### config.mk
export PLATFORM = sky130hd
export DESIGN_NAME = gpio_irq_ctrl
export DESIGN_NICKNAME = d
export VERILOG_FILES = /design/src/rtl/gpio_pkg.sv /design/src/rtl/gpio_sync.sv /design/src/rtl/gpio_detect.sv /design/src/rtl/gpio_regs.sv /design/src/rtl/gpio_irq_ctrl.sv
export SDC_FILE = /design/constraint.sdc
export NUM_CORES = 1
export LEC_CHECK = 0
export BUFFER_PORTS_ARGS = -buffer_cell sky130_fd_sc_hd__buf_4
export CORE_ASPECT_RATIO = 0.8
export CORE_UTILIZATION = 35
export CTS_CLUSTER_SIZE = 8
export DETAILED_ROUTE_END_ITERATION = 10
export MAX_ROUTING_LAYER = met4
export PLACE_DENSITY = 0.62
export SLEW_MARGIN = 15
export SYNTH_ARGS = -nofsm -noshare
export SYNTH_HDL_FRONTEND = slang
export SYNTH_SLANG_ARGS = --single-unit
### constraint.sdc
create_clock -name clk -period 4.8 [get_ports clk]
set_input_delay 0.72 -clock clk [delete_from_list [all_inputs] [get_ports clk]]
set_output_delay 0.72 -clock clk [all_outputs]
set_load 0.02 [all_outputs]
### src/rtl/gpio_pkg.sv
package gpio_pkg;
  localparam int unsigned STY_W = 3;
  localparam int unsigned ADR_W = 3;

  typedef enum logic [STY_W-1:0] {
    STY_HIGH = 3'd0,
    STY_LOW  = 3'd1,
    STY_RISE = 3'd2,
    STY_FALL = 3'd3,
    STY_BOTH = 3'd4,
    STY_OFF  = 3'd7
  } style_e;

  localparam logic [ADR_W-1:0] A_DOUT  = 3'd0;
  localparam logic [ADR_W-1:0] A_DIR   = 3'd1;
  localparam logic [ADR_W-1:0] A_INP   = 3'd2;
  localparam logic [ADR_W-1:0] A_STY0  = 3'd3;
  localparam logic [ADR_W-1:0] A_STY1  = 3'd4;
  localparam logic [ADR_W-1:0] A_STAT  = 3'd5;
endpackage

### src/rtl/gpio_sync.sv
module gpio_sync #(
  parameter int unsigned N = 16
) (
  input  logic         clk,
  input  logic         rst_n,
  input  logic [N-1:0] raw,
  output logic [N-1:0] cur,
  output logic [N-1:0] prev
);
  logic [N-1:0] s1_q, s2_q, s3_q;
  logic [N-1:0] s1_d, s2_d, s3_d;

  always_comb begin
    s1_d = raw;
    s2_d = s1_q;
    s3_d = s2_q;
  end

  always_ff @(posedge clk or negedge rst_n) begin
    if (!rst_n) begin
      s1_q <= '0;
      s2_q <= '0;
      s3_q <= '0;
    end else begin
      s1_q <= s1_d;
      s2_q <= s2_d;
      s3_q <= s3_d;
    end
  end

  assign cur  = s2_q;
  assign prev = s3_q;
endmodule

### src/rtl/gpio_detect.sv
module gpio_detect
  import gpio_pkg::*;
(
  input  logic [STY_W-1:0] style,
  input  logic             cur,
  input  logic             prev,
  output logic             hit
);
  always_comb begin
    case (style)
      STY_HIGH: hit = cur;
      STY_LOW:  hit = ~cur;
      STY_RISE: hit = cur & ~prev;
      STY_FALL: hit = ~cur & prev;
      STY_BOTH: hit = cur ^ prev;
      default:  hit = 1'b0;
    endcase
  end
endmodule

### src/rtl/gpio_regs.sv
module gpio_regs
  import gpio_pkg::*;
#(
  parameter int unsigned N    = 16,
  parameter int unsigned GRP  = 8,
  parameter int unsigned DW   = 32,
  localparam int unsigned SFW = GRP * STY_W
) (
  input  logic             clk,
  input  logic             rst_n,
  input  logic             wr,
  input  logic [ADR_W-1:0] addr,
  input  logic [DW-1:0]    wdata,
  input  logic [N-1:0]     hit,
  input  logic [N-1:0]     sampled,
  output logic [DW-1:0]    rdata,
  output logic [N-1:0]     dout,
  output logic [N-1:0]     dir,
  output logic [SFW-1:0]   sty0,
  output logic [SFW-1:0]   sty1,
  output logic [N-1:0]     status
);
  logic           en_dout, en_dir, en_s0, en_s1, en_clr;
  logic [N-1:0]   dout_d, dir_d, stat_d, clr_mask;
  logic [SFW-1:0] s0_d, s1_d;

  always_comb begin
    en_dout  = wr && (addr == A_DOUT);
    en_dir   = wr && (addr == A_DIR);
    en_s0    = wr && (addr == A_STY0);
    en_s1    = wr && (addr == A_STY1);
    en_clr   = wr && (addr == A_STAT);
    clr_mask = en_clr ? wdata[N-1:0] : '0;
    dout_d   = en_dout ? wdata[N-1:0] : dout;
    dir_d    = en_dir  ? wdata[N-1:0] : dir;
    s0_d     = en_s0   ? wdata[SFW-1:0] : sty0;
    s1_d     = en_s1   ? wdata[SFW-1:0] : sty1;
    stat_d   = hit | (status & ~clr_mask);
  end

  always_ff @(posedge clk or negedge rst_n) begin
    if (!rst_n) begin
      dout   <= '0;
      dir    <= '1;
      sty0   <= '1;
      sty1   <= '1;
      status <= '0;
    end else begin
      dout   <= dout_d;
      dir    <= dir_d;
      sty0   <= s0_d;
      sty1   <= s1_d;
      status <= stat_d;
    end
  end

  always_comb begin
    rdata = '0;
    case (addr)
      A_DOUT: rdata[N-1:0]   = dout;
      A_DIR:  rdata[N-1:0]   = dir;
      A_INP:  rdata[N-1:0]   = sampled;
      A_STY0: rdata[SFW-1:0] = sty0;
      A_STY1: rdata[SFW-1:0] = sty1;
      A_STAT: rdata[N-1:0]   = status;
      default: rdata = '0;
    endcase
  end
endmodule

### src/rtl/gpio_irq_ctrl.sv
module gpio_irq_ctrl
  import gpio_pkg::*;
#(
  parameter int unsigned N   = 16,
  parameter int unsigned GRP = 8,
  parameter int unsigned DW  = 32,
  localparam int unsigned SFW = GRP * STY_W
) (
  input  logic             clk,
  input  logic             rst_n,
  input  logic             bus_wr,
  input  logic [ADR_W-1:0] bus_addr,
  input  logic [DW-1:0]    bus_wdata,
  output logic [DW-1:0]    bus_rdata,
  input  logic [N-1:0]     pin_in,
  output logic [N-1:0]     pin_out,
  output logic [N-1:0]     pin_oe,
  output logic [N-1:0]     irq
);
  logic           rst_a_q, rst_q;
  logic [N-1:0]   dout, dir, status, hit, cur, prev, pad_src;
  logic [SFW-1:0] sty0, sty1;

  // reset: asserted at once, released after two clocks
  always_ff @(posedge clk or negedge rst_n) begin
    if (!rst_n) begin
      rst_a_q <= 1'b0;
      rst_q   <= 1'b0;
    end else begin
      rst_a_q <= 1'b1;
      rst_q   <= rst_a_q;
    end
  end

  assign pad_src = (pin_in & dir) | (dout & ~dir);

  gpio_sync #(.N(N)) u_sync (
    .clk (clk), .rst_n (rst_q), .raw (pad_src), .cur (cur), .prev (prev)
  );

  for (genvar p = 0; p < N; p++) begin : g_pin
    localparam int unsigned OFS = (p % GRP) * STY_W;
    logic [STY_W-1:0] sty;
    if (p < GRP) begin : g_lo
      assign sty = sty0[OFS +: STY_W];
    end else begin : g_hi
      assign sty = sty1[OFS +: STY_W];
    end
    gpio_detect u_det (
      .style (sty), .cur (cur[p]), .prev (prev[p]), .hit (hit[p])
    );
  end

  gpio_regs #(.N(N), .GRP(GRP), .DW(DW)) u_regs (
    .clk (clk), .rst_n (rst_q), .wr (bus_wr), .addr (bus_addr),
    .wdata (bus_wdata), .hit (hit), .sampled (cur), .rdata (bus_rdata),
    .dout (dout), .dir (dir), .sty0 (sty0), .sty1 (sty1), .status (status)
  );

  assign pin_out = dout;
  assign pin_oe  = ~dir;
  assign irq     = status;
endmodule

==> metrics.md <==
| Metric | Value |
|---|---|
| Hpwl dp | 12500 um |
| Fin nets | around 800 |
| Final Skew | about 0.01 ns |
| Worst Hold Slack | roughly 0.069 ns |
| Cts repair resizes | 0 |
| Drt total wl | roughly 18000 um |
| Critical Path Start | bus_addr[0] |
| R2R Path Start | rst_q |
| Synthesis warning total | 0 |
| Netlist Area Pre-Place | 7460 sq um |
| Design Area, Final | 9100 sq um |
| Port Buffers | 117 |
| Largest net degree at the start of global routing | 75 |
| R2R cell count | 1 |
| Chip Height | 133 um |
| Max-cap viol count | 0 |
| Top cell type's share of synthesized area | 0.275 |
| Fillers | just under 2000 |
| Slowest CP cell | nor2_1 |
| Area of the multi-input gates | 3300 sq um |
| Post-Synthesis Cells | 618 |
| Period utilization | 0.696 |
| Syn_area_per_cell | 12.1 sq um |
| Worst slew margin | 0.364 |
| Synth area leaders | dfrtp_1 (28%), dfstp_2 (23%), mux2_4 (8.1%) |
| Hold_buf cts | 0 |
| Dpl cell area | about 8500 sq um |
| Critical path class | in -> out |
| Starting Density | 0.359 |
| Most frequent cells in the layout | buf_4 (121), dfrtp_1 (81), dfstp_2 (64) |
| Die footprint | about 22000 sq um |
| Remaining Overflow, GRT | 0 |
| Met3 Wirelength | 897 um |
| FP Rows | 47 |
| Crit path cell chain | buf_4 -> inv_1 -> nor2_1 -> a22oi_1 -> o221ai_1 -> buf_4 |
| Antenna fix cells | 0 |
| Post-layout min period | 3.34 ns |
| Setup slack, reg-to-reg | 3.38 ns |
| Startpoint types | input pin |
| Vias | 4998 |
| Placed cells | 982 |
| RSZ-0062 raised after global routing | false |
| Wl on met1 | 9120 um |
| Max Freq | approximately 300 MHz |
| Delay-heaviest family, CP | buffers and inverters |
| GP Congestion | 0.776 |
| Max Root-Sink Buffers | 2 |
| Final setup fails | 0 |
| FF-to-FF End | u_regs.dir[9] |
| DR pass1 iterations | 4 |
| CTS tree | built |
| Final ANT Viol Nets | 0 |
| Critical Path RT | about 4.1 ns |
| Global Route Usage Sum | 0.182 |
| Area growth, synth to finish | 22.0% |
| Synth Register Bits | 146 |
| Share of post-route cells with drive strength above 1 | 0.416 |
| Top Metal Used | met4 |
| Hold WC Path Type | in -> async |
| DR WL met2 | between 8000 and 9000 um |
| Outcome | finished clean |
| Part of the Yosys area used for sequential elements | 0.501 |
| Setup bufs post-CTS | 0 |
| TNS Setup | 0 ns |
| Vias in the first global route | about 5000 |
| CP endpoint | bus_rdata[1] |
| PD cells | 474 nW/um^2 |
| Final Hold Vio Count | 0 |
| Non-Filler Instances | 1014 |
| CP bufs+invs | 3 |
| Wirelength per Cell | ~18 um |
| Core area | 20800 sq um |
| Initial antenna violation count | 0 |
| CTS HTree Levels | 4 |
| Largest area contributor in the netlist | dfrtp_1 |
| Final slew viol count | 0 |
| Leak | 4.12 nW |
| CTS Sinks | 146 |
| Die width | 165 um |
| Storage element area | 3740 sq um |
| # DRC | 0 |
| TritonCTS Buffers | 17 |
| Reg clk slew, reported paths | 0.06 ns |
| Crit path largest cell delay | 0.70 ns |
| Crit path DAT | roughly 2.6 ns |
| Worst skew pair latency | between 0.4 and 0.5 ns |
| Initial DRC count | 293 |
| CTS root buf | clkbuf_16 |
| Most used cell, CP | buf_4 |
| Global-route wire length before repair | 29000 um |
| Worst Tran Pin Value | 0.953 ns |
| Worst Path Max Fanout | 41 |
| Unique cell type count in the Yosys netlist | 37 |
| Critical Path Stages | 6 |
| # IOs | 134 |
| Most common cell after layout, fill and taps aside | buf_4 |
| Max VDD drop | 0.213 mV |
| CP Capture Type | output pin |
| Vias per inst | 4.93 |
Yosys cell counts:
master,instances
nand2b_4,1
mux4_2,5
nand2b_1,2
inv_1,54
conb_1,2
xnor2_1,7
nor2_1,31
buf_2,5
dfrtp_1,82
nand2_1,36
o22a_1,1
and4b_1,1
a21oi_1,36
mux2_4,40
nor2b_2,1
nor4b_4,1
a22oi_1,1
a22o_1,8
o32a_1,3
mux2i_1,43
o21ai_0,44
clkbuf_1,7
a211oi_1,8
buf_4,12
and3_4,1
o221ai_1,3
ha_1,32
xor2_1,5
nor3_1,1
nor3b_1,18
dfstp_2,64
buf_6,10
o22ai_1,6
or2_1,1
mux2_2,41
o21ai_1,1
a31oi_1,4
metrics by stage:
| step | setup slack, ns | util | total power, mW |
|---|---|---|---|
| floorplan | 0.543 | - | 2.58 |
| finish | 1.46 | 0.438 | 4.32 |
| CTS | 1.47 | 0.438 | 4.36 |
| global route | 1.29 | 0.438 | 4.57 |
| global placement | 1.45 | 0.410 | 2.98 |
| detailed placement | 1.48 | 0.410 | 3.00 |
final cells by class:
cell class                 instances  share of cell area
sequential                       146               0.411
tap                              269              0.0370
timing repair buffer             122               0.102
clock inverter                    12              0.0144
inverter                          54              0.0223
clock buffer                      20              0.0513
multi-input combinational        391               0.362
sequential cells by signal, indices dropped and copies added, names as in the netlist:
name	count
u_regs.sty0	24
u_regs.sty1	24
u_regs.dir	16
u_regs.dout	16
u_regs.status	16
u_sync.cur	16
u_sync.prev	16
u_sync.s1_q	16
rst_a_q	1
rst_q	1
per-layer routing:
metal / up-vias / GRT usage
met5: - / -
met4: 0 / 0.0540
met3: 22 / 0.0370
met2: 131 / 0.266
met1: 2476 / 0.254
li1: 2369 / -
logic make-up after synthesis:
kind of cell               after synthesis  synth area share
AOI/OAI and AO/OA                      115            0.0899
muxes                                  129             0.215
buffers and inverters                   88            0.0612
xor gates and xnor gates                12            0.0141
and+or+nand+nor                         94            0.0641
other                                    2           0.00101
adders and majority gates               32            0.0537
DFF                                    146             0.501
worst min-delay path by stage:
stage               slack (ns)             end
finish                    0.07           rst_q
global route              0.05           rst_q
CTS                       0.05           rst_q
detailed placement        0.33  u_sync.cur[10]
global placement          0.33   u_sync.cur[7]
floorplan                 0.33           rst_q
power breakdown:
group          internal, mW  switching, mW  total [mW]
clock network         0.807          0.533        1.34
logic                 0.568          0.502        1.07
registers              1.60          0.310        1.91
(Power assumes the default switching activity.)
